--- src/rtl/tw_pkg.sv ---
package tw_pkg;
    // Operation chosen for the next state register update.
    typedef enum logic [1:0] {
        TW_HOLD = 2'd0,
        TW_LOAD = 2'd1,
        TW_STEP = 2'd2
    } tw_op_e;
endpackage

--- src/rtl/tw_seed_guard.sv ---
module tw_seed_guard #(
    parameter int P = 63
) (
    input  logic [P-1:0] raw_seed,
    output logic [P-1:0] safe_seed
);
    localparam logic [P-1:0] FILL = P'(1);

    always_comb begin
        safe_seed = (raw_seed == '0) ? FILL : raw_seed;
    end
endmodule

--- src/rtl/tw_step_chain.sv ---
module tw_step_chain #(
    parameter int P = 63,
    parameter int Q = 1,
    parameter int L = 32
) (
    input  logic [P-1:0] cur_state,
    output logic [P-1:0] nxt_state
);
    logic [P-1:0] stage [0:L];

    assign stage[0] = cur_state;

    for (genvar k = 0; k < L; k++) begin : g_step
        // One serial recurrence step: shift up, feed back tap Q xor tap P.
        assign stage[k+1] = {stage[k][P-2:0], stage[k][Q-1] ^ stage[k][P-1]};
    end

    assign nxt_state = stage[L];
endmodule

--- src/rtl/tw_wordgen.sv ---
module tw_wordgen #(
    parameter int P   = 63,
    parameter int Q   = 1,
    parameter int L   = 32,
    parameter int OFS = 0
) (
    input  logic         clk,
    input  logic         rst,
    input  logic         seed_load,
    input  logic [P-1:0] seed_in,
    input  logic         step_en,
    output logic [L-1:0] rnd_word,
    output logic         word_valid
);
    import tw_pkg::*;

    localparam logic [P-1:0] FILL = P'(1);

    if (!(Q > 0 && Q < P)) begin : g_bad_tap
        $error("tw_wordgen: tap Q must satisfy 0 < Q < P");
    end
    if (!(L > 0 && OFS >= 0 && OFS + L <= P)) begin : g_bad_window
        $error("tw_wordgen: output window must fit inside the state");
    end

    typedef struct packed {
        logic [P-1:0] state;
        logic         valid;
    } gen_t;

    gen_t         gen_d, gen_q;
    tw_op_e       op;
    logic [P-1:0] stepped;
    logic [P-1:0] clean_seed;

    tw_step_chain #(.P(P), .Q(Q), .L(L)) u_chain (
        .cur_state (gen_q.state),
        .nxt_state (stepped)
    );

    tw_seed_guard #(.P(P)) u_guard (
        .raw_seed  (seed_in),
        .safe_seed (clean_seed)
    );

    always_comb begin
        if (seed_load)    op = TW_LOAD;
        else if (step_en) op = TW_STEP;
        else              op = TW_HOLD;

        gen_d = gen_q;
        unique case (op)
            TW_LOAD: begin
                gen_d.state = clean_seed;
                gen_d.valid = 1'b0;
            end
            TW_STEP: begin
                gen_d.state = stepped;
                gen_d.valid = 1'b1;
            end
            default: gen_d = gen_q;
        endcase
    end

    always_ff @(posedge clk) begin
        if (rst) begin
            gen_q.state <= FILL;
            gen_q.valid <= 1'b0;
        end else begin
            gen_q <= gen_d;
        end
    end

    assign rnd_word   = gen_q.state[OFS +: L];
    assign word_valid = gen_q.valid;


    load_clears_valid_chk: assert property (@(posedge clk) disable iff (rst)
        seed_load |=> !word_valid);


    load_takes_seed_chk: assert property (@(posedge clk) disable iff (rst)
        (seed_load && seed_in != '0) |=> gen_q.state == $past(seed_in));


    zero_seed_fill_chk: assert property (@(posedge clk) disable iff (rst)
        (seed_load && seed_in == '0) |=> gen_q.state == FILL);


    advance_sets_valid_chk: assert property (@(posedge clk) disable iff (rst)
        (step_en && !seed_load) |=> word_valid);


    idle_holds_chk: assert property (@(posedge clk) disable iff (rst)
        (!step_en && !seed_load) |=> ($stable(rnd_word) && $stable(word_valid)));


    never_zero_chk: assert property (@(posedge clk) disable iff (rst)
        gen_q.state != '0);
endmodule

--- config.mk ---
export PLATFORM = sky130hd
export DESIGN_NAME = tw_wordgen
export DESIGN_NICKNAME = d
export VERILOG_FILES = /design/src/rtl/tw_pkg.sv /design/src/rtl/tw_seed_guard.sv /design/src/rtl/tw_step_chain.sv /design/src/rtl/tw_wordgen.sv
export SDC_FILE = /design/constraint.sdc
export NUM_CORES = 1
export LEC_CHECK = 0
export CORE_MARGIN = 5
export CORE_UTILIZATION = 47
export DETAILED_ROUTE_END_ITERATION = 10
export PLACE_DENSITY = 0.78
export SETUP_SLACK_MARGIN = 0.2
export SLEW_MARGIN = 0
export SYNTH_ARGS = -nofsm -noshare
export SYNTH_HDL_FRONTEND = slang
export SYNTH_HIERARCHICAL = 1
export SYNTH_SLANG_ARGS = --single-unit
--- constraint.sdc ---
create_clock -name clk -period 2.8 [get_ports clk]
set_clock_uncertainty 0.15 [all_clocks]
set_input_delay 0.28 -clock clk [delete_from_list [all_inputs] [get_ports clk]]
set_output_delay 0.28 -clock clk [all_outputs]
set_load 0.03 [all_outputs]
# Word level (Yosys, flattened, before mapping)

Index checks and enable logic that the tools add are counted.

Equal/unequal tests: 2
Bitwise gates (word level): 32
Reductions and logical operators: 2
Multiplexer cells: 4

Operators with widths:

| kind                 | count |
|---|---|
| $pmux W64 S2         | 1 |
| $logic_not A63 Y1    | 1 |
| $mux W63             | 1 |
| $xor A1 B1 Y1        | 32 |
| $mux W2              | 2 |
| $eq A2 B1 Y1 const B | 1 |
| $eq A2 B2 Y1 const B | 1 |
| $reduce_bool A2 Y1   | 1 |

Word-level logic and storage cells: 42
Register bits: 64
Input bits: 67

# Longest topological paths before layout

Gate-level depths: netlist of the first run.

Depth in word-level cells: 33
Gate-level depth with buffers: 7

# By module

The synthesis of the first run kept the hierarchy.

Modules (own cells, without submodules):

| module        | times used | cells an instance | area each (sq um) |
|---|---|---|---|
| tw_wordgen    | 1          | 315               | 3275.6 |
| tw_step_chain | 1          | 94                | 937.1 |
| tw_seed_guard | 1          | 84                | 385.4 |

# Worst setup path after synthesis of the first run

Ideal clock, no wire load.

Kind: reg2reg
Start: register gen_q[63] in the netlist's numbering
End: register gen_q (netlist bit rnd_word[1])
Path slack: -0.023 ns
Cell stages (with the launch flop): 8
Setup time: 0.134 ns
Buffers on the path: 0
Required time: 2.516 ns
Data arrival time: 2.539 ns
Path through: dfxtp_1 -> xnor3_2 -> xnor2_4 -> xnor3_2 -> xnor2_4 -> xor3_1 -> mux2i_1 -> a211oi_1

Word-level cells in the longest chain between the ends: 32

RTL lines:

| element                     | line                | text |
|---|---|---|
| start: declaration          | tw_wordgen.sv:31    | `gen_t gen_d, gen_q;` |
| start signal: assignment    | tw_wordgen.sv:70    | `gen_q <= gen_d;` |
| $xor A1 B1 Y1 (12 in a row) | tw_step_chain.sv:15 | `assign stage[k+1] = {stage[k][P-2:0], stage[k][Q-1] ^ stage[k][P-1]};` |
| named net stepped[20]       | tw_wordgen.sv:33    | `logic [P-1:0] stepped;` |
| $xor A1 B1 Y1 (5 in a row)  | tw_step_chain.sv:15 |  |
| named net stepped[15]       | tw_wordgen.sv:33    |  |
| $xor A1 B1 Y1 (14 in a row) | tw_step_chain.sv:15 |  |
| named net stepped[1]        | tw_wordgen.sv:33    |  |
| $pmux W64 S2                | tw_wordgen.sv:52    | `unique case (op)` |

The timed path passes the listed nets, and every way through them passes these cells.
A chain may end at the register's enable or synchronous reset.

# Worst setup path after layout of the first run

Start: register gen_q[63] in the netlist's numbering
End: register gen_q (netlist bit rnd_word[10])

Word-level cells in the longest chain between the ends: 23

RTL lines:

| element                     | line |
|---|---|
| $xor A1 B1 Y1 (12 in a row) | tw_step_chain.sv:15 |
| named net stepped[20]       | tw_wordgen.sv:33 |
| $xor A1 B1 Y1 (7 in a row)  | tw_step_chain.sv:15 |
| named net stepped[13]       | tw_wordgen.sv:33 |
| $xor A1 B1 Y1 (3 in a row)  | tw_step_chain.sv:15 |
| named net stepped[10]       | tw_wordgen.sv:33 |
| $pmux W64 S2                | tw_wordgen.sv:52 |

The timed path passes the listed nets, and every way through them passes these cells.

==> results.sh, run 1 <==
export IMPL_status="completed"
export IMPL_seq_area_frac_synth=0.279
export IMPL_core_area_um2=9640
export IMPL_intPower_mw=3.13
export IMPL_cellPowerDensity_nw_per_um2=985
export IMPL_power_net_switching_mw=2.00
export IMPL_synth_seq_cells=64
export IMPL_cp_start_kind="register"
export IMPL_drtIter0Drc=114
export IMPL_pin_count=100
export IMPL_route_detailed_drc=0
export IMPL_timing_worst_slew_pin_value_ns=0.606
export IMPL_p_seq_frac=0.241
export IMPL_floorplan_rows=36
export IMPL_drv_cap=0
export IMPL_die_h_um=109
export IMPL_tritoncts_num_buffers=9
export IMPL_first_pass_detailed_route_iteration_total=4
export IMPL_synth_cell_type_count=30
export IMPL_routed_via_density=5.19
export IMPL_final_antenna_net_count=0
export IMPL_total_number_of_vias=3132
export IMPL_final_net_count=533
export IMPL_tritoncts="built"
export IMPL_ys_dominant_reg_cell="sky130_fd_sc_hd__dfxtp_1"
export IMPL_postPlaceCellArea_um2=4940
export IMPL_yosys_area_top_type="sky130_fd_sc_hd__dfxtp_1"
export IMPL_multiInputGateArea_um2=2400
export IMPL_area_growth_synth_to_final_pct=13.3
export IMPL_ys_top_cells_by_count="sky130_fd_sc_hd__clkbuf_1 (74), sky130_fd_sc_hd__buf_4 (64), sky130_fd_sc_hd__dfxtp_1 (64)"
export IMPL_cts_root_buffer="sky130_fd_sc_hd__clkbuf_8"
export IMPL_clkSinkCount=64
export IMPL_synthDominantCellAreaShare=0.279
export IMPL_grt_max_degree=65
export IMPL_setup_viol=0
export IMPL_postSynth_asyncResetShare=0
export IMPL_min_period_over_period=0.918
export IMPL_holdCritPathClass="input port to register"
export IMPL_drt_wl_total_um=10300
export IMPL_syn_cell_area_um2=4600
export IMPL_critical_path_origin="gen_q[63]$_SDFFE_PP0P_"
export IMPL_sw_frac_of_total=0.390
export IMPL_port_buffer_count=99
export IMPL_die_area_um2=11900
export IMPL_cts_root_to_sink_buffers=2
export IMPL_globalplace_congestion=0.835
export IMPL_post_route_design_area_um2=5210
export IMPL_avgRoutedWirePerCell_um=17.0
export IMPL_power_mw=5.13
export IMPL_timing_critical_path_fanout_max=5
export IMPL_final_max_slew_viols=0
export IMPL_crit_type="register to register"
export IMPL_post_synth_top_count_cell="sky130_fd_sc_hd__clkbuf_1"
export IMPL_start_util=0.477
export IMPL_synth_avg_cell_area_um2=9.33
export IMPL_worst_path_clk_slew_ns=0.07
export IMPL_final_fill_count=885
export IMPL_hold_viol_final=0
export IMPL_first_global_vias=3238
export IMPL_syn_instance_count=493
export IMPL_worst_path_required_ns=2.91
export IMPL_synth_top_cells_by_area="sky130_fd_sc_hd__dfxtp_1 (28%), sky130_fd_sc_hd__mux2i_1 (14%), sky130_fd_sc_hd__buf_4 (10%), sky130_fd_sc_hd__a211oi_1 (9.3%), sky130_fd_sc_hd__nor2b_1 (8.4%)"
export IMPL_reg2reg_from="gen_q[63]$_SDFFE_PP0P_"
export IMPL_relSlewSlack=0.595
export IMPL_finalSetupTns_ns=0
export IMPL_static_leakage_power_nw=2.04
export IMPL_ys_warnings_count=6
export IMPL_vdd_drop_max_uv=514
export IMPL_synth_edf_count=0
export IMPL_hp_start="rst"
export IMPL_number_of_antenna_violations_at_the_first_check_in_global_routing=0
export IMPL_cts_htree_levels=3
export IMPL_timing_critical_path_arrival_ns=2.68
export IMPL_global_route_wire_length_before_repair_um=16400
export IMPL_diodes=0
export IMPL_worst_setup_path_end_kind="register"
export IMPL_fmax_achieved_mhz=389
export IMPL_register_area_um2=1280
export IMPL_synth_fp_nets=560
export IMPL_final_min_clock_period_ns=2.57
export IMPL_p_comb_frac=0.604
export IMPL_grt_overflow_total=0
export IMPL_worstSkewPairLatency_ns=0.34
export IMPL_rsz0062_at_grt="true"
export IMPL_die_x_um=109
export IMPL_layout_drive_gt1_share=0.117
export IMPL_detailedPlacementHpwl_um=7460
export IMPL_grt_resource_usage_total=0.175
export IMPL_clockPowerShare=0.155
==> stage by stage <==
| step | worst slack, ns | hold slack, ns | cells | util |
|---|---|---|---|---|
| after CTS | 0.201 | 0.319 | 603 | 0.537 |
| after floorplan | 0.217 | 0.353 | 493 | - |
| after detailed placement | 0.192 | 0.360 | 584 | 0.513 |
| after global placement | 0.248 | 0.346 | 584 | 0.513 |
| final | 0.231 | 0.343 | 604 | 0.541 |
| after global routing | 0.0959 | 0.334 | 604 | 0.541 |
==> power by group through the flow <==
stage	sequential [mW]	clock [mW]	combinational, mW
after global routing	1.26	0.851	3.33
after global placement	1.25	0	2.89
final	1.24	0.796	3.10
after floorplan	1.21	0	2.55
after CTS	1.24	0.808	3.07
after detailed placement	1.25	0	2.94
==> sequential cells by signal, summed over array words and instances, names as in the netlist <==
register    flops
gen_q          31
rnd_word       32
word_valid      1
==> logic make-up after synthesis <==
logic type | count (synthesis) | share of synthesized area
xor+xnor | 60 | 0.151
mux | 63 | 0.137
compound gates | 65 | 0.113
buf+inv | 157 | 0.205
simple gates | 84 | 0.115
flops | 64 | 0.279
==> worst paths after layout <==
kind / to / cells past startpoint / slack, ns
max: rnd_word[10]$_SDFFE_PP0P_ / 7 / 0.23
min: rnd_word[5]$_SDFFE_PP0P_ / 2 / 0.34
max reg2reg: rnd_word[10]$_SDFFE_PP0P_ / 7 / 0.23
min reg2reg: word_valid$_SDFFE_PP0P_ / 1 / 0.36
==> final cells by class <==
class | count | area share
multi-input combinational | 272 | 0.461
sequential | 64 | 0.247
inverter | 5 | 0.00360
clock buffer | 14 | 0.0370
clock inverter | 2 | 0.00192
timing repair buffer | 114 | 0.218
tap | 133 | 0.0319
==> layout by cell type, fill, tap and decap left out, drive strengths merged <==
cell and count:
a211oi 62, a21oi 1, buf 17, clkbuf 14
clkdlybuf4s50 97, clkinv 2, dfxtp 64, inv 5
mux2i 63, nand4 4, nor2 1, nor2b 62
nor3 1, nor3b 1, nor4 15, o21a 1
o41ai 1, xnor2 36, xnor3 6, xor2 16
xor3 2
==> repair_timing <==
action                     4_1_cts  5_1_grt
buffers inserted                 3        1
setup endpoints to repair        4       14
hold buffers                     0        0
resized for setup                2        6
cloned                           0        0
pin swaps                        2        4
==> routing by layer <==
metal / vias up / part of all wire / track usage / wire length [um]
li1: 1537 / - / - / -
met1: 1515 / 0.45 / 0.235 / 4640
met2: 70 / 0.48 / 0.279 / 4970
met3: 10 / 0.053 / 0.0420 / 545
met4: 0 / 0.011 / 0.0550 / 116
met5: - / 0 / 0 / 0
==> worst max-delay path: stages, from the launching register on <==
cell and delay, ns:
sky130_fd_sc_hd__dfxtp_2 0.35, sky130_fd_sc_hd__xnor3_2 0.48, sky130_fd_sc_hd__xnor2_4 0.18, sky130_fd_sc_hd__xnor3_2 0.41, sky130_fd_sc_hd__xnor2_2 0.37, sky130_fd_sc_hd__xor2_1 0.22
sky130_fd_sc_hd__mux2i_1 0.13, sky130_fd_sc_hd__a211oi_2 0.21
Power figures use the tool's default switching activity.
==> run 2, diff against run 1 <==
--- a/config.mk
+++ b/config.mk
@@ -8,7 +8,7 @@
 export CORE_MARGIN = 5
 export CORE_UTILIZATION = 47
 export DETAILED_ROUTE_END_ITERATION = 10
-export PLACE_DENSITY = 0.78
+export PLACE_DENSITY_LB_ADDON = 0.12
 export SETUP_SLACK_MARGIN = 0.2
 export SLEW_MARGIN = 0
 export SYNTH_ARGS = -nofsm -noshare
==> run 2 against run 1 <==
Effect of this change:
- final area decreased by 0.74%
- highest routed layer unchanged
- maximum frequency increased by 0.33%
- core utilization decreased by 0.40 points
- largest power group unchanged
==> results.sh, run 2 (synthesis results as in run 1) <==
export IMPL_final_antenna_net_count=0
export IMPL_postPlaceCellArea_um2=4960
export IMPL_static_leakage_power_nw=2.02
export IMPL_start_util=0.477
export IMPL_pin_count=100
export IMPL_worst_setup_path_end_kind="register"
export IMPL_register_area_um2=1280
export IMPL_most_frequent_standard_cell_in_the_layout_excluding_fill_and_tap_cells="sky130_fd_sc_hd__clkdlybuf4s50_1"
export IMPL_drtIter0Drc=105
export IMPL_final_fill_count=926
export IMPL_first_global_vias=3131
export IMPL_number_of_antenna_violations_at_the_first_check_in_global_routing=0
export IMPL_holdCritPathClass="input port to register"
export IMPL_status="completed"
export IMPL_routed_via_density=5.00
export IMPL_grt_resource_usage_total=0.179
export IMPL_cts_hold_fix_buffers=0
export IMPL_die_area_um2=11900
export IMPL_diodes=0
export IMPL_fmax_achieved_mhz=390
export IMPL_worstSkewPairLatency_ns=0.33
export IMPL_avgRoutedWirePerCell_um=17.2
export IMPL_cp_start_kind="register"
export IMPL_final_net_count=538
export IMPL_vdd_drop_max_uv=430
export IMPL_largest_reg_flops=32
export IMPL_tritoncts="built"
export IMPL_detailedPlacementHpwl_um=7520
export IMPL_core_area_um2=9640
export IMPL_worst_path_clk_slew_ns=0.07
export IMPL_cellPowerDensity_nw_per_um2=968
export IMPL_total_number_of_vias=3038
export IMPL_port_buffer_count=99
export IMPL_multiInputGateArea_um2=2390
export IMPL_finalSetupTns_ns=0
export IMPL_first_pass_detailed_route_iteration_total=4
export IMPL_most_frequent_cells_in_the_layout="sky130_fd_sc_hd__clkdlybuf4s50_1 (97), sky130_fd_sc_hd__mux2i_1 (63), sky130_fd_sc_hd__dfxtp_1 (63), sky130_fd_sc_hd__nor2b_1 (62), sky130_fd_sc_hd__a211oi_1 (57)"
export IMPL_global_route_wire_length_before_repair_um=16600
export IMPL_timing_critical_path_fanout_max=5
export IMPL_post_route_design_area_um2=5170
export IMPL_timing_worst_slew_pin_value_ns=0.569
export IMPL_place_inst=588
export IMPL_globalplace_congestion=0.789
export IMPL_layoutNonFillerInstCount=607
export IMPL_cts_root_buffer="sky130_fd_sc_hd__clkbuf_8"
export IMPL_power_mw=5.01
export IMPL_min_period_over_period=0.915
export IMPL_route_detailed_drc=0
export IMPL_drv_cap=0
export IMPL_die_h_um=109
export IMPL_relSlewSlack=0.617
export IMPL_floorplan_rows=36
export IMPL_layout_drive_gt1_share=0.108
export IMPL_crit_type="register to register"
export IMPL_grt_overflow_total=0
export IMPL_grt_max_degree=65
export IMPL_die_x_um=109
export IMPL_final_min_clock_period_ns=2.56
export IMPL_worst_path_required_ns=2.90
export IMPL_cts_root_to_sink_buffers=2
export IMPL_drt_wl_total_um=10500
export IMPL_clkSinkCount=64
export IMPL_tritoncts_num_buffers=9
export IMPL_timing_critical_path_arrival_ns=2.67
export IMPL_hold_viol_final=0
export IMPL_rsz0062_at_grt="true"
export IMPL_area_growth_synth_to_final_pct=12.5
export IMPL_setup_viol=0
export IMPL_final_max_slew_viols=0
export IMPL_cts_htree_levels=3
[run 2: cell types whose count changed in the layout (fill, tap and decap cells not counted), moves of 2 or more]
cell	delta
sky130_fd_sc_hd__buf_4	+6
sky130_fd_sc_hd__dfxtp_1	+2
sky130_fd_sc_hd__clkbuf_8	-4
sky130_fd_sc_hd__clkbuf_1	+3
sky130_fd_sc_hd__dfxtp_2	-2
[run 2: area by class of cell]
| cell class | instances | share of cell area |
|---|---|---|
| multi-input combinational | 272 | 0.462 |
| sequential | 64 | 0.248 |
| timing repair buffer | 119 | 0.225 |
| tap | 133 | 0.0322 |
| clock buffer | 13 | 0.0288 |
| inverter | 5 | 0.00363 |
| clock inverter | 1 | 0.000968 |
[run 2: stage by stage]
| stage | setup WS, ns | utilization | hold WS (ns) |
|---|---|---|---|
| floorplan | 0.217 | - | 0.353 |
| global placement | 0.253 | 0.515 | 0.349 |
| detailed placement | 0.194 | 0.515 | 0.348 |
| CTS | 0.194 | 0.533 | 0.298 |
| global route | 0.131 | 0.537 | 0.317 |
| finish | 0.239 | 0.537 | 0.307 |
[run 2: worst paths after layout]
path / start / to / slack (ns) / cells past startpoint
worst max-delay path: gen_q[59]$_SDFFE_PP0P_ / rnd_word[10]$_SDFFE_PP0P_ / 0.24 / 7
worst min-delay path: step_en / rnd_word[28]$_SDFFE_PP0P_ / 0.31 / 3
worst max register to register: gen_q[59]$_SDFFE_PP0P_ / rnd_word[10]$_SDFFE_PP0P_ / 0.24 / 7
worst min register to register: word_valid$_SDFFE_PP0P_ / word_valid$_SDFFE_PP0P_ / 0.37 / 1
[run 2: repair_timing]
action	4_1_cts	5_1_grt
setup buffers	2	3
gates resized for setup	2	2
endpoints found under the setup margin	1	13
pin swaps	2	1
[run 2: power breakdown]
| group | internal (mW) | switching [mW] | leakage (nW) | total (mW) |
|---|---|---|---|---|
| registers | 1.08 | 0.161 | 0.534 | 1.25 |
| logic | 1.64 | 1.46 | 1.41 | 3.09 |
| clock network | 0.336 | 0.332 | 0.0794 | 0.667 |
[run 2: per-layer routing]
metal | GRT usage | vias up | routed length (um)
met4 | 0.0532 | 0 | 153
met5 | 0 | - | 0
met1 | 0.259 | 1412 | 5290
met2 | 0.265 | 70 | 4520
met3 | 0.0414 | 13 | 510
li1 | - | 1543 | -
[run 2: worst max-delay path: stages, from the launching register on]
cell and delay [ns]:
sky130_fd_sc_hd__dfxtp_1 0.33, sky130_fd_sc_hd__xnor3_2 0.46, sky130_fd_sc_hd__xnor2_4 0.21, sky130_fd_sc_hd__xnor3_2 0.43, sky130_fd_sc_hd__xnor2_2 0.41, sky130_fd_sc_hd__xor2_1 0.18, sky130_fd_sc_hd__mux2i_1 0.10, sky130_fd_sc_hd__a211oi_2 0.21
